==> src/rtl/icache_pkg.sv <==
package icache_pkg;
  localparam int WAYS = 2;

  typedef enum logic {ST_IDLE, ST_FILL} ctrlState_t;

  // strobes from control to datapath, all mutually exclusive except accept
  typedef struct packed {
    logic accept;
    logic touch;
    logic swap;
    logic fill;
  } dpStrobe_t;
endpackage

==> src/rtl/icache_ctrl.sv <==
module icache_ctrl
  import icache_pkg::*;
(
  input  logic      clk,
  input  logic      rst,
  input  logic      reqValid,
  input  logic      mainHitNow,
  input  logic      vbHitNow,
  input  logic      fillValid,
  output logic      reqReady,
  output logic      fillReq,
  output dpStrobe_t strobe
);
  ctrlState_t state, stateNext;

  always_comb begin
    strobe = '0;
    stateNext = state;
    strobe.accept = (state == ST_IDLE) && reqValid;
    strobe.touch = strobe.accept && mainHitNow;
    strobe.swap = strobe.accept && !mainHitNow && vbHitNow;
    strobe.fill = (state == ST_FILL) && fillValid;
    if (strobe.accept && !mainHitNow && !vbHitNow) stateNext = ST_FILL;
    if (strobe.fill) stateNext = ST_IDLE;
  end

  always_ff @(posedge clk) begin
    if (rst) state <= ST_IDLE;
    else state <= stateNext;
  end

  assign reqReady = (state == ST_IDLE);
  assign fillReq = (state == ST_FILL);

  // an outstanding line request is held until the next level answers
  a_r3_fill_held: assert property (@(posedge clk) disable iff (rst)
    fillReq && !fillValid |=> fillReq);
  // a request raised during a pending fill never reaches the datapath
  a_r9_busy_ignored: assert property (@(posedge clk) disable iff (rst)
    $past(fillReq) && fillReq |-> !strobe.touch && !strobe.swap);
endmodule

==> src/rtl/icache_datapath.sv <==
module icache_datapath
  import icache_pkg::*;
#(
  parameter int ADDR_W = 32,
  parameter int DATA_W = 32,
  parameter int WORDS_PER_LINE = 2,
  parameter int NUM_SETS = 2,
  parameter int VB_ENTRIES = 2
) (
  input  logic                             clk,
  input  logic                             rst,
  input  dpStrobe_t                        strobe,
  input  logic [ADDR_W-1:0]                reqAddr,
  input  logic [DATA_W*WORDS_PER_LINE-1:0] fillData,
  output logic                             mainHitNow,
  output logic                             vbHitNow,
  output logic [ADDR_W-1:0]                fillAddr,
  output logic                             respValid,
  output logic [DATA_W-1:0]                respData,
  output logic                             respMainHit,
  output logic                             respVictimHit
);
  localparam int WORD_BITS = $clog2(WORDS_PER_LINE);
  localparam int SET_BITS = $clog2(NUM_SETS);
  localparam int LINE_ADDR_W = ADDR_W - WORD_BITS;
  localparam int TAG_W = LINE_ADDR_W - SET_BITS;
  localparam int LINE_W = DATA_W * WORDS_PER_LINE;
  localparam int PTR_W = $clog2(VB_ENTRIES);

  // main array
  logic [TAG_W-1:0]  mainTag  [NUM_SETS][WAYS];
  logic [LINE_W-1:0] mainData [NUM_SETS][WAYS];
  logic [WAYS-1:0]   mainValid [NUM_SETS];
  logic [NUM_SETS-1:0] lruWay;     // way to replace next, per set
  // victim buffer
  logic [LINE_ADDR_W-1:0] vbLine [VB_ENTRIES];
  logic [LINE_W-1:0]      vbData [VB_ENTRIES];
  logic [VB_ENTRIES-1:0]  vbValid;
  logic [PTR_W-1:0]       vbPtr;
  // pending miss
  logic [ADDR_W-1:0] pendAddr;

  function automatic logic pickWay(input logic [WAYS-1:0] v, input logic lru);
    if (!v[0]) return 1'b0;
    if (!v[1]) return 1'b1;
    return lru;
  endfunction

  function automatic logic [PTR_W-1:0] nextPtr(input logic [PTR_W-1:0] p);
    if (p == PTR_W'(VB_ENTRIES - 1)) return '0;
    return p + 1'b1;
  endfunction

  function automatic logic [DATA_W-1:0] wordOf(input logic [LINE_W-1:0] ln,
                                               input logic [WORD_BITS-1:0] sel);
    return ln[sel*DATA_W +: DATA_W];
  endfunction

  // address split for lookup and for the pending fill
  logic [LINE_ADDR_W-1:0] lkLine, pendLine;
  logic [SET_BITS-1:0]    lkSet, pendSet;
  logic [TAG_W-1:0]       lkTag, pendTag;
  logic [WORD_BITS-1:0]   lkWord, pendWord;

  assign lkLine = reqAddr[ADDR_W-1:WORD_BITS];
  assign lkSet = lkLine[SET_BITS-1:0];
  assign lkTag = lkLine[LINE_ADDR_W-1:SET_BITS];
  assign lkWord = reqAddr[WORD_BITS-1:0];
  assign pendLine = pendAddr[ADDR_W-1:WORD_BITS];
  assign pendSet = pendLine[SET_BITS-1:0];
  assign pendTag = pendLine[LINE_ADDR_W-1:SET_BITS];
  assign pendWord = pendAddr[WORD_BITS-1:0];

  assign fillAddr = {pendLine, {WORD_BITS{1'b0}}};

  // main array lookup
  logic [WAYS-1:0] wayHit;
  logic            hitWay;
  always_comb begin
    for (int w = 0; w < WAYS; w++)
      wayHit[w] = mainValid[lkSet][w] && (mainTag[lkSet][w] == lkTag);
    hitWay = wayHit[1];
    mainHitNow = |wayHit;
  end

  // victim buffer lookup and free slot search
  logic [VB_ENTRIES-1:0] vbHitVec;
  logic [PTR_W-1:0]      vbHitIdx, freeSlot;
  always_comb begin
    vbHitIdx = '0;
    freeSlot = vbPtr;
    for (int k = VB_ENTRIES - 1; k >= 0; k--) begin
      vbHitVec[k] = vbValid[k] && (vbLine[k] == lkLine);
      if (vbHitVec[k]) vbHitIdx = PTR_W'(k);
      if (!vbValid[k]) freeSlot = PTR_W'(k);
    end
    vbHitNow = |vbHitVec;
  end

  // replacement choices and the lines they push out
  logic                   swapWay, fillWay, evValid;
  logic [LINE_ADDR_W-1:0] evLine, dsLine;
  logic [LINE_W-1:0]      evData, dsData;
  always_comb begin
    swapWay = pickWay(mainValid[lkSet], lruWay[lkSet]);
    fillWay = pickWay(mainValid[pendSet], lruWay[pendSet]);
    evValid = mainValid[pendSet][fillWay];
    evLine = {mainTag[pendSet][fillWay], pendSet};
    evData = mainData[pendSet][fillWay];
    dsLine = {mainTag[lkSet][swapWay], lkSet};
    dsData = mainData[lkSet][swapWay];
  end

  // valid bits, recency, pointer and response flags
  always_ff @(posedge clk) begin
    if (rst) begin
      for (int s = 0; s < NUM_SETS; s++) mainValid[s] <= '0;
      lruWay <= '0;
      vbValid <= '0;
      vbPtr <= '0;
      respValid <= 1'b0;
      respMainHit <= 1'b0;
      respVictimHit <= 1'b0;
    end else begin
      respValid <= strobe.touch | strobe.swap | strobe.fill;
      respMainHit <= strobe.touch;
      respVictimHit <= strobe.swap;
      if (strobe.touch) lruWay[lkSet] <= ~hitWay;
      if (strobe.swap) begin
        mainValid[lkSet][swapWay] <= 1'b1;
        lruWay[lkSet] <= ~swapWay;
        vbValid[vbHitIdx] <= mainValid[lkSet][swapWay];
        vbPtr <= nextPtr(vbHitIdx);
      end
      if (strobe.fill) begin
        mainValid[pendSet][fillWay] <= 1'b1;
        lruWay[pendSet] <= ~fillWay;
        if (evValid) begin
          vbValid[freeSlot] <= 1'b1;
          vbPtr <= nextPtr(freeSlot);
        end
      end
    end
  end

  // tags, line data, pending address and response word
  always_ff @(posedge clk) begin
    if (strobe.accept) pendAddr <= reqAddr;
    if (strobe.touch) respData <= wordOf(mainData[lkSet][hitWay], lkWord);
    if (strobe.swap) begin
      respData <= wordOf(vbData[vbHitIdx], lkWord);
      mainTag[lkSet][swapWay] <= vbLine[vbHitIdx][LINE_ADDR_W-1:SET_BITS];
      mainData[lkSet][swapWay] <= vbData[vbHitIdx];
      vbLine[vbHitIdx] <= dsLine;
      vbData[vbHitIdx] <= dsData;
    end
    if (strobe.fill) begin
      respData <= wordOf(fillData, pendWord);
      mainTag[pendSet][fillWay] <= pendTag;
      mainData[pendSet][fillWay] <= fillData;
      if (evValid) begin
        vbLine[freeSlot] <= evLine;
        vbData[freeSlot] <= evData;
      end
    end
  end

  // the way just hit becomes most recent
  a_r5_lru_on_hit: assert property (@(posedge clk) disable iff (rst)
    strobe.touch |=> lruWay[$past(lkSet)] != $past(hitWay));
  // a valid line pushed out by a fill lands in the chosen slot
  a_r6_evict_kept: assert property (@(posedge clk) disable iff (rst)
    strobe.fill && evValid |=> vbValid[$past(freeSlot)] &&
                               vbLine[$past(freeSlot)] == $past(evLine));
  // a swap leaves the requested line valid in the array
  a_r7_swap_installs: assert property (@(posedge clk) disable iff (rst)
    strobe.swap |=> mainValid[$past(lkSet)][$past(swapWay)]);

  // no line lives in both structures
  for (genvar s = 0; s < NUM_SETS; s++) begin : g_set
    for (genvar w = 0; w < WAYS; w++) begin : g_way
      for (genvar k = 0; k < VB_ENTRIES; k++) begin : g_slot
        a_r8_unique_line: assert property (@(posedge clk) disable iff (rst)
          !(mainValid[s][w] && vbValid[k] &&
            vbLine[k] == {mainTag[s][w], SET_BITS'(s)}));
      end
    end
  end
endmodule

==> src/rtl/icache_victim.sv <==
module icache_victim
  import icache_pkg::*;
#(
  parameter int ADDR_W = 32,
  parameter int DATA_W = 32,
  parameter int WORDS_PER_LINE = 2,
  parameter int NUM_SETS = 2,
  parameter int VB_ENTRIES = 2
) (
  input  logic                             clk,
  input  logic                             rst,
  input  logic                             reqValid,
  input  logic [ADDR_W-1:0]                reqAddr,
  output logic                             reqReady,
  output logic                             respValid,
  output logic [DATA_W-1:0]                respData,
  output logic                             respMainHit,
  output logic                             respVictimHit,
  output logic                             fillReq,
  output logic [ADDR_W-1:0]                fillAddr,
  input  logic                             fillValid,
  input  logic [DATA_W*WORDS_PER_LINE-1:0] fillData
);
  dpStrobe_t strobe;
  logic      mainHitNow, vbHitNow;

  icache_ctrl u_ctrl (
    .clk(clk), .rst(rst), .reqValid(reqValid), .mainHitNow(mainHitNow),
    .vbHitNow(vbHitNow), .fillValid(fillValid), .reqReady(reqReady),
    .fillReq(fillReq), .strobe(strobe)
  );

  icache_datapath #(
    .ADDR_W(ADDR_W), .DATA_W(DATA_W), .WORDS_PER_LINE(WORDS_PER_LINE),
    .NUM_SETS(NUM_SETS), .VB_ENTRIES(VB_ENTRIES)
  ) u_dp (
    .clk(clk), .rst(rst), .strobe(strobe), .reqAddr(reqAddr),
    .fillData(fillData), .mainHitNow(mainHitNow), .vbHitNow(vbHitNow),
    .fillAddr(fillAddr), .respValid(respValid), .respData(respData),
    .respMainHit(respMainHit), .respVictimHit(respVictimHit)
  );

  // a response carries at most one hit kind
  a_r4_one_hit_kind: assert property (@(posedge clk) disable iff (rst)
    respValid |-> !(respMainHit && respVictimHit));
  // a returned line always yields a miss response next cycle
  a_r3_fill_response: assert property (@(posedge clk) disable iff (rst)
    fillReq && fillValid |=> respValid && !respMainHit && !respVictimHit);
  // no response appears without a preceding accept or fill
  a_r10_no_spurious: assert property (@(posedge clk) disable iff (rst)
    !reqReady && !fillValid |=> !respValid);
endmodule

==> config.mk <==
export PLATFORM = sky130hd
export DESIGN_NAME = icache_victim
export DESIGN_NICKNAME = d
export VERILOG_FILES = /design/src/rtl/icache_pkg.sv /design/src/rtl/icache_ctrl.sv /design/src/rtl/icache_datapath.sv /design/src/rtl/icache_victim.sv
export SDC_FILE = /design/constraint.sdc
export NUM_CORES = 1
export LEC_CHECK = 0
export BUFFER_PORTS_ARGS = -buffer_cell sky130_fd_sc_hd__buf_2
export CAP_MARGIN = 20
export CELL_PAD_IN_SITES_DETAIL_PLACEMENT = 1
export CELL_PAD_IN_SITES_GLOBAL_PLACEMENT = 1
export CORE_MARGIN = 2
export CORE_UTILIZATION = 42
export CTS_CLUSTER_DIAMETER = 200
export CTS_CLUSTER_SIZE = 10
export DETAILED_ROUTE_END_ITERATION = 8
export GPL_ROUTABILITY_DRIVEN = 0
export GPL_TIMING_DRIVEN = 0
export PLACE_DENSITY_LB_ADDON = 0.1
export SKIP_LAST_GASP = 1
export SLEW_MARGIN = 20
export SYNTH_ARGS = -nofsm -noshare
export SYNTH_HDL_FRONTEND = slang
export SYNTH_HIERARCHICAL = 1
export SYNTH_SLANG_ARGS = --single-unit
==> constraint.sdc <==
create_clock -name clk -period 13.9 [get_ports clk]
set_clock_uncertainty 0.15 [all_clocks]
set_input_delay 1.39 -clock clk [delete_from_list [all_inputs] [get_ports clk]]
set_output_delay 1.39 -clock clk [all_outputs]
set_load 0.01 [all_outputs]
==> impl_metrics.py, run 1 <==
metrics = {
    "status": {
        "status": "completed",
    },
    "cts": {
        "cts.sinks": 644,
        "root_buffer": "clkbuf_16",
        "clk_path_buf_depth": 3,
        "postCtsSetupRepairBufs": 0,
        "cts_hold_buf": 0,
        "insertion_delay_ns": 0.63,
        "cts_made_buffers": 74,
        "cts_resized": 0,
        "cts_tree": "done",
        "clk_pin_slew_worst_paths_ns": 0.06,
        "cts_max_level": 3,
    },
    "worst_setup_path": {
        "crit_arrival_ns": 8.03,
        "cp_max_fo": 10,
        "crit_path_start_kind": "input port",
        "worst-r2r-cell-count": 13,
        "cp-end-kind": "flop",
        "critPathRequiredTime_ns": 14.02,
        "path_class": "in2reg",
    },
    "detailed_routing": {
        "num_vias": 29571,
        "dr.pass1.iters": 5,
        "vias_per_cell": 6.585,
        "post_drt_wl_per_cell_microns": 35.22,
        "wirelength_microns": 158200,
        "remaining_drc_errors": 0,
        "drt_iter0_drc": 3752,
        "ant_nets": 0,
    },
    "synthesis": {
        "syn_nets": 3141,
        "synth_largest_area_cell": "edfxtp_1",
        "synth_seq_cells": 644,
        "syn_area_sq_um": 36170,
        "async_reset_ff_share_pct": 0,
        "syn_inst": 3041,
        "yosys_warnings": 6,
        "avgSynthCellArea_sq_um": 11.89,
        "synth-edff-count": 630,
        "synth_most_common_cell": "edfxtp_1",
        "netlist.area_leader.share_pct": 52.30,
        "synthTopCellsByArea": "edfxtp_1 52%, mux4_2 15%, nand2_1 5.7%",
        "synthFlopType": "edfxtp_1",
        "synth_cell_type_count": 49,
        "synthTopCellsByCount": "630 x edfxtp_1, 551 x nand2_1, 389 x nor2_1, 384 x a21oi_1, 242 x mux4_2",
        "ys_seq_area_share_pct": 53.08,
    },
    "die": {
        "dieArea_sq_um": 88490,
        "core_area_sq_um": 85280,
        "chipHeight_microns": 297.5,
        "rows": 107,
        "initial_utilization_pct": 42.42,
        "io_pins": 169,
        "die_width_microns": 297.5,
    },
    "timing": {
        "min_period_over_period_pct": 56.88,
        "hold_viol": 0,
        "drv_slew": 0,
        "fmax_ghz": 0.1265,
        "max-slew-margin-rel_pct": 15.42,
        "fin_worst_hold_slack_ns": 0.3852,
        "period_minus_slack_ns": 7.907,
        "rsz0062_at_grt": "false",
        "finalSetupViolations": 0,
        "worst_pin_slew_ns": 1.269,
    },
    "hold_path": {
        "whs_path_depth": 2,
        "hp-class": "reg2reg",
    },
    "global_route": {
        "grt_first_pass_wirelength_microns": 222900,
        "track_usage_pct": 35.33,
        "grt_start_max_net_pins": 39,
        "grt_pass1_vias": 30315,
        "antenna_found_initial": 3,
        "gr-total-overflow": 0,
    },
    "layout": {
        "final_core_util_pct": 48.54,
        "drive_gt1_share_pct": 20.53,
        "instances_no_fill": 4491,
        "num-nets-final": 3423,
        "syn_to_final_growth_pct": 14.44,
    },
    "placed_design": {
        "dpl.cell_count": 4388,
        "io_buffers": 167,
        "dp_hpwl_microns": 110700,
    },
    "power_and_ir_drop": {
        "clockPowerShare_pct": 40.6,
        "p_leak_uw": 0.01513,
        "p_seq_share_pct": 49.1,
        "p_sw_share_pct": 24.98,
        "pwr-share-comb_pct": 10.3,
        "powerDensity_nw_per_um2": 106.8,
        "p_switching_uw": 1104,
        "max-vdd-ir-drop_v": 0.00008489,
        "power.internal_uw": 3316,
    },
    "flow_run": {
        "cap_violations": 0,
    },
}
==> stage by stage <==
step | setup slack (ns) | total power, uW | cell area, sq um | setup TNS, ns
final | 5.993 | 4420 | 41400 | 0
after global routing | 6.136 | 4518 | 41390 | 0
after CTS | 6.327 | 4429 | 41330 | 0
after detailed placement | 5.681 | 2657 | 39330 | 0
after global placement | -8.437 | 2644 | 38440 | -2278.84
after floorplan | 2.483 | 2470 | 36170 | 0
==> cell type report <==
class | count | area (sq um)
diodes | 6 | 15.01
plain buffers | 269 | 1266
clock buffers | 91 | 1979
clock inverters | 3 | 26.28
fillers | 8978 | 43880
inverters | 10 | 37.54
multi-input cells | 2118 | 15780
flip-flops and latches | 644 | 19200
well taps | 1144 | 1431
repair buffers | 206 | 1663
==> metal layers <==
metal	vias up	share of wire, %	GRT usage, %
li1	11854	-	-
met1	15218	37	45.48
met2	2001	46	55.66
met3	498	11	7.515
met4	0	6.1	19.73
met5	-	0	0
==> worst paths after layout <==
check / startpoint / slack [ns] / endpoint
hold / removal: u_dp/mainValid[0][1] / 0.39 / u_dp/mainValid[0][1]
setup reg to reg: u_dp/mainTag[1][4] / 8.72 / u_dp/respData[30]
hold reg to reg: u_dp/mainValid[0][1] / 0.39 / u_dp/mainValid[0][1]
setup / recovery: reqAddr[1] / 5.99 / u_dp/respData[30]
==> cells in the final DEF, fill, tap and decap left out, types with 4 or more instances in the layout <==
| master | instances |
|---|---|
| buf_8 | 6 |
| clkbuf_2 | 31 |
| mux2i_1 | 180 |
| nand4_1 | 25 |
| buf_16 | 20 |
| buf_12 | 5 |
| nand3_1 | 6 |
| clkbuf_1 | 170 |
| nor2_1 | 388 |
| xnor2_1 | 92 |
| a21oi_1 | 384 |
| nand2_1 | 548 |
| inv_1 | 10 |
| edfxtp_1 | 630 |
| dfxtp_1 | 14 |
| buf_1 | 15 |
| o221ai_1 | 32 |
| diode_2 | 6 |
| or2_2 | 4 |
| buf_4 | 37 |
| buf_2 | 191 |
| a2bb2oi_1 | 32 |
| clkbuf_16 | 77 |
| xor2_1 | 29 |
| mux2_2 | 44 |
| nor4_1 | 25 |
| buf_6 | 14 |
| nor2b_1 | 4 |
| o21ai_0 | 37 |
| mux4_2 | 242 |
==> sequential cells by signal, summed over array words and instances, names as in the netlist, named ones only <==
signal and flops:
u_dp/respData 32, u_dp/mainValid 4, u_dp/vbValid 2, u_dp/respMainHit 1, u_dp/respVictimHit 1, u_dp/vbLine 62
u_dp/vbData 128, u_dp/vbPtr 1, u_dp/lruWay 2, u_dp/mainTag 120, u_dp/pendAddr 32, u_dp/mainData 256
u_ctrl/fillReq 1, u_dp/respValid 1
==> power groups by stage <==
| stage | logic [uW] | clock network (uW) | registers, uW |
|---|---|---|---|
| finish | 457 | 1790 | 2170 |
| global route | 478 | 1870 | 2170 |
| CTS | 450 | 1810 | 2170 |
| detailed placement | 447 | 0 | 2210 |
| global placement | 428 | 0 | 2220 |
| floorplan | 265 | 0 | 2210 |
==> worst max-delay path, stage by stage <==
cell	delay, ns
buf_2	0.08
buf_2	0.40
buf_2	0.50
buf_2	0.61
buf_2	0.61
buf_2	0.56
mux2i_1	0.30
xnor2_1	0.21
nor4_1	0.58
a41o_1	0.42
and3b_1	0.23
inv_1	0.30
or3_1	0.17
clkbuf_1	0.29
clkbuf_1	0.78
a2bb2oi_1	0.26
o221ai_1	0.29
==> kinds of logic (layout without fill, tap and decap cells) <==
group	count (synthesis)	count (layout)	share of synthesized area [%]
AND/OR/NAND/NOR	1030	1030	11.39
flip-flops	644	644	53.08
AO/OA/AOI/OAI	500	500	7.696
multiplexers	466	466	21.42
buffers and inverters	279	579	3.483
XOR/XNOR	121	121	2.930
other	1	7	0.01037
No activity file was read; power rests on OpenSTA's default activity.
==> run 2: changes to the inputs <==
==> constraint.sdc (replaced) <==
create_clock -name clk -period 6.5 [get_ports clk]
set_clock_uncertainty 0.15 [all_clocks]
set_input_delay 0.65 -clock clk [delete_from_list [all_inputs] [get_ports clk]]
set_output_delay 0.65 -clock clk [all_outputs]
set_load 0.01 [all_outputs]
==> run 2 against run 1 <==
  * The flow now finishes with violations (negative setup slack)
  * Hold slack got worse by 0.34 ns
  * Sequential power is 110% higher
  * Worst setup slack worse by 6.1 ns
  * Core utilization about the same
  * Via count grew 0.36%
  * Critical path type unchanged
  * Critical endpoint unchanged
==> impl_metrics.py, run 2 (synthesis results as in run 1) <==
metrics = {
    "status": {
        "status": "finished with violations",
        "violations": "negative setup slack",
    },
    "timing": {
        "max-slew-margin-rel_pct": 13.15,
        "worst_pin_slew_ns": 1.303,
        "tns_ns": -1.219,
        "hold_viol": 0,
        "finalSetupViolations": 42,
        "period_minus_slack_ns": 6.593,
        "drv_slew": 0,
        "worst_slack_ns": -0.09275,
        "rsz0062_at_grt": "false",
        "fmax_ghz": 0.1517,
        "min_period_over_period_pct": 101.4,
    },
    "die": {
        "initial_utilization_pct": 42.42,
        "die_width_microns": 297.5,
        "io_pins": 169,
        "core_area_sq_um": 85280,
        "rows": 107,
        "chipHeight_microns": 297.5,
        "dieArea_sq_um": 88490,
    },
    "placed_design": {
        "dpl_cell_area_sq_um": 39280,
        "dp_hpwl_microns": 110900,
        "io_buffers": 167,
    },
    "worst_setup_path": {
        "crit_chain": "buf_2 > buf_2 > buf_2 > buf_2 > clkbuf_4 > buf_2 > mux2i_1 > xnor2_1 > nor4_1 > a41o_1 > and3b_1 > inv_1 > or3_1 > clkbuf_1 > clkbuf_2 > a2bb2oi_1 > o221ai_2",
        "slowest_stage": "buf_2",
        "cp_common_cell": "buf_2",
        "worst-r2r-cell-count": 9,
        "max_stage_delay_ns": 0.61,
        "cp_num_buf_inv": 9,
        "crit_family": "buffers and inverters",
        "path_class": "in2reg",
        "cp_num_cells": 17,
        "regToRegEndpoint": "u_dp/mainData[0][89]",
        "cp-end-kind": "flop",
        "crit_arrival_ns": 6.76,
        "crit_path_start_kind": "input port",
        "r2r_slack_ns": 1.63,
        "cp-startpoint": "reqAddr[1]",
        "critPathRequiredTime_ns": 6.67,
        "cp_max_fo": 10,
        "timing.rr.start": "u_dp/mainValid[1][0]",
        "endpoint": "u_dp/respData[30]",
    },
    "layout": {
        "top_register": "u_dp/mainData",
        "layout_commonest_cell": "edfxtp_1",
        "final_cell_mix": "630 x edfxtp_1, 548 x nand2_1, 388 x nor2_1",
        "largest_reg_flops": 256,
        "fillCellCount": 8969,
        "final_core_util_pct": 48.55,
        "drive_gt1_share_pct": 21.04,
        "syn_to_final_growth_pct": 14.45,
        "num-nets-final": 3422,
        "final_area_sq_um": 41400,
        "top_regs": "u_dp/mainData: 256 flops, u_dp/vbData: 128 flops, u_dp/mainTag: 120 flops",
    },
    "power_and_ir_drop": {
        "p_leak_uw": 0.01517,
        "max-vdd-ir-drop_v": 0.0001761,
        "powerDensity_nw_per_um2": 229.3,
    },
    "detailed_routing": {
        "ant_nets": 0,
        "post_drt_wl_per_cell_microns": 35.53,
        "drt_iter0_drc": 3525,
        "dr.pass1.iters": 6,
        "num_vias": 29678,
        "wirelength_microns": 159400,
        "vias_per_cell": 6.614,
        "remaining_drc_errors": 0,
    },
    "cts": {
        "cts_tree": "done",
        "clk_pin_slew_worst_paths_ns": 0.06,
        "cts_max_level": 3,
        "root_buffer": "clkbuf_16",
        "cts_made_buffers": 74,
        "cts_hold_buf": 0,
        "insertion_delay_ns": 0.64,
        "clk_path_buf_depth": 3,
        "cts.sinks": 644,
    },
    "global_route": {
        "gr-total-overflow": 0,
        "antenna_found_initial": 3,
        "track_usage_pct": 35.58,
        "grt_start_max_net_pins": 36,
        "grt_first_pass_wirelength_microns": 224000,
        "grt_pass1_vias": 30502,
    },
    "hold_path": {
        "worst_hold_startpoint": "reqAddr[27]",
        "hp-class": "in2reg",
    },
    "flow_run": {
        "cap_violations": 0,
    },
}
-- run 2: changes by cell type in the layout (fill, tap and decap cells not counted), sizes merged --
cell    delta
clkbuf     +6
diode      -4
buf        -5
inv        -1
-- run 2: where the power goes --
part | total, uW | internal (uW) | switching (uW) | leakage (uW)
combinational | 980 | 382 | 598 | 0.00836
sequential | 4640 | 4600 | 45.5 | 0.00581
clock | 3870 | 2160 | 1720 | 0.000999
total | 9490 | 7140 | 2360 | 0.0152
-- run 2: final cells by class --
cell class | count | area [sq um] | share of cell area [%]
Buffer | 269 | 1289 | 3.113
Multi-Input combinational cell | 2118 | 15790 | 38.13
Inverter | 10 | 37.54 | 0.09067
Tap cell | 1144 | 1431 | 3.457
Antenna cell | 2 | 5.005 | 0.01209
Sequential cell | 644 | 19200 | 46.37
Timing Repair Buffer | 205 | 1605 | 3.878
Clock inverter | 2 | 17.52 | 0.04231
Clock buffer | 93 | 2029 | 4.902
-- run 2: metrics by stage --
| stage | total power (uW) | setup slack, ns | hold slack (ns) | instances |
|---|---|---|---|---|
| detailed placement | 5682 | -0.8138 | 0.3740 | 4387 |
| global placement | 5647 | -5.145 | 0.3602 | 4352 |
| floorplan | 5279 | 0.2241 | 0.3174 | 3041 |
| CTS | 9516 | -0.05086 | 0.03290 | 4482 |
| finish | 9494 | -0.09275 | 0.04925 | 4487 |
| global route | 9724 | 0.02906 | 0.04715 | 4486 |
-- run 2: repair_timing --
action / in CTS / in global routing
resized for setup: 5 / 12
hold endpoints to repair: 0 / 0
setup endpoints to repair: 18 / 85
setup buffers: 0 / 0
-- run 2: how the worst min path moves through the flow --
stage / cells past startpoint / slack, ns / endpoint
3_3_place_gp: 2 / 0.36 / u_dp/vbValid[1]
4_1_cts: 1 / 0.03 / u_dp/pendAddr[27]
5_1_grt: 1 / 0.05 / u_dp/pendAddr[29]
3_5_place_dp: 2 / 0.37 / u_dp/vbValid[1]
6_report: 1 / 0.05 / u_dp/pendAddr[27]
2_1_floorplan: 2 / 0.32 / u_dp/vbValid[1]
-- run 2: metal layers --
layer	vias up	global-route usage [%]	wire length [microns]
met3	515	7.705	17040
met5	-	0	9
met1	15225	45.82	60050
met4	2	19.10	9778
li1	11838	-	-
met2	2098	56.30	72570
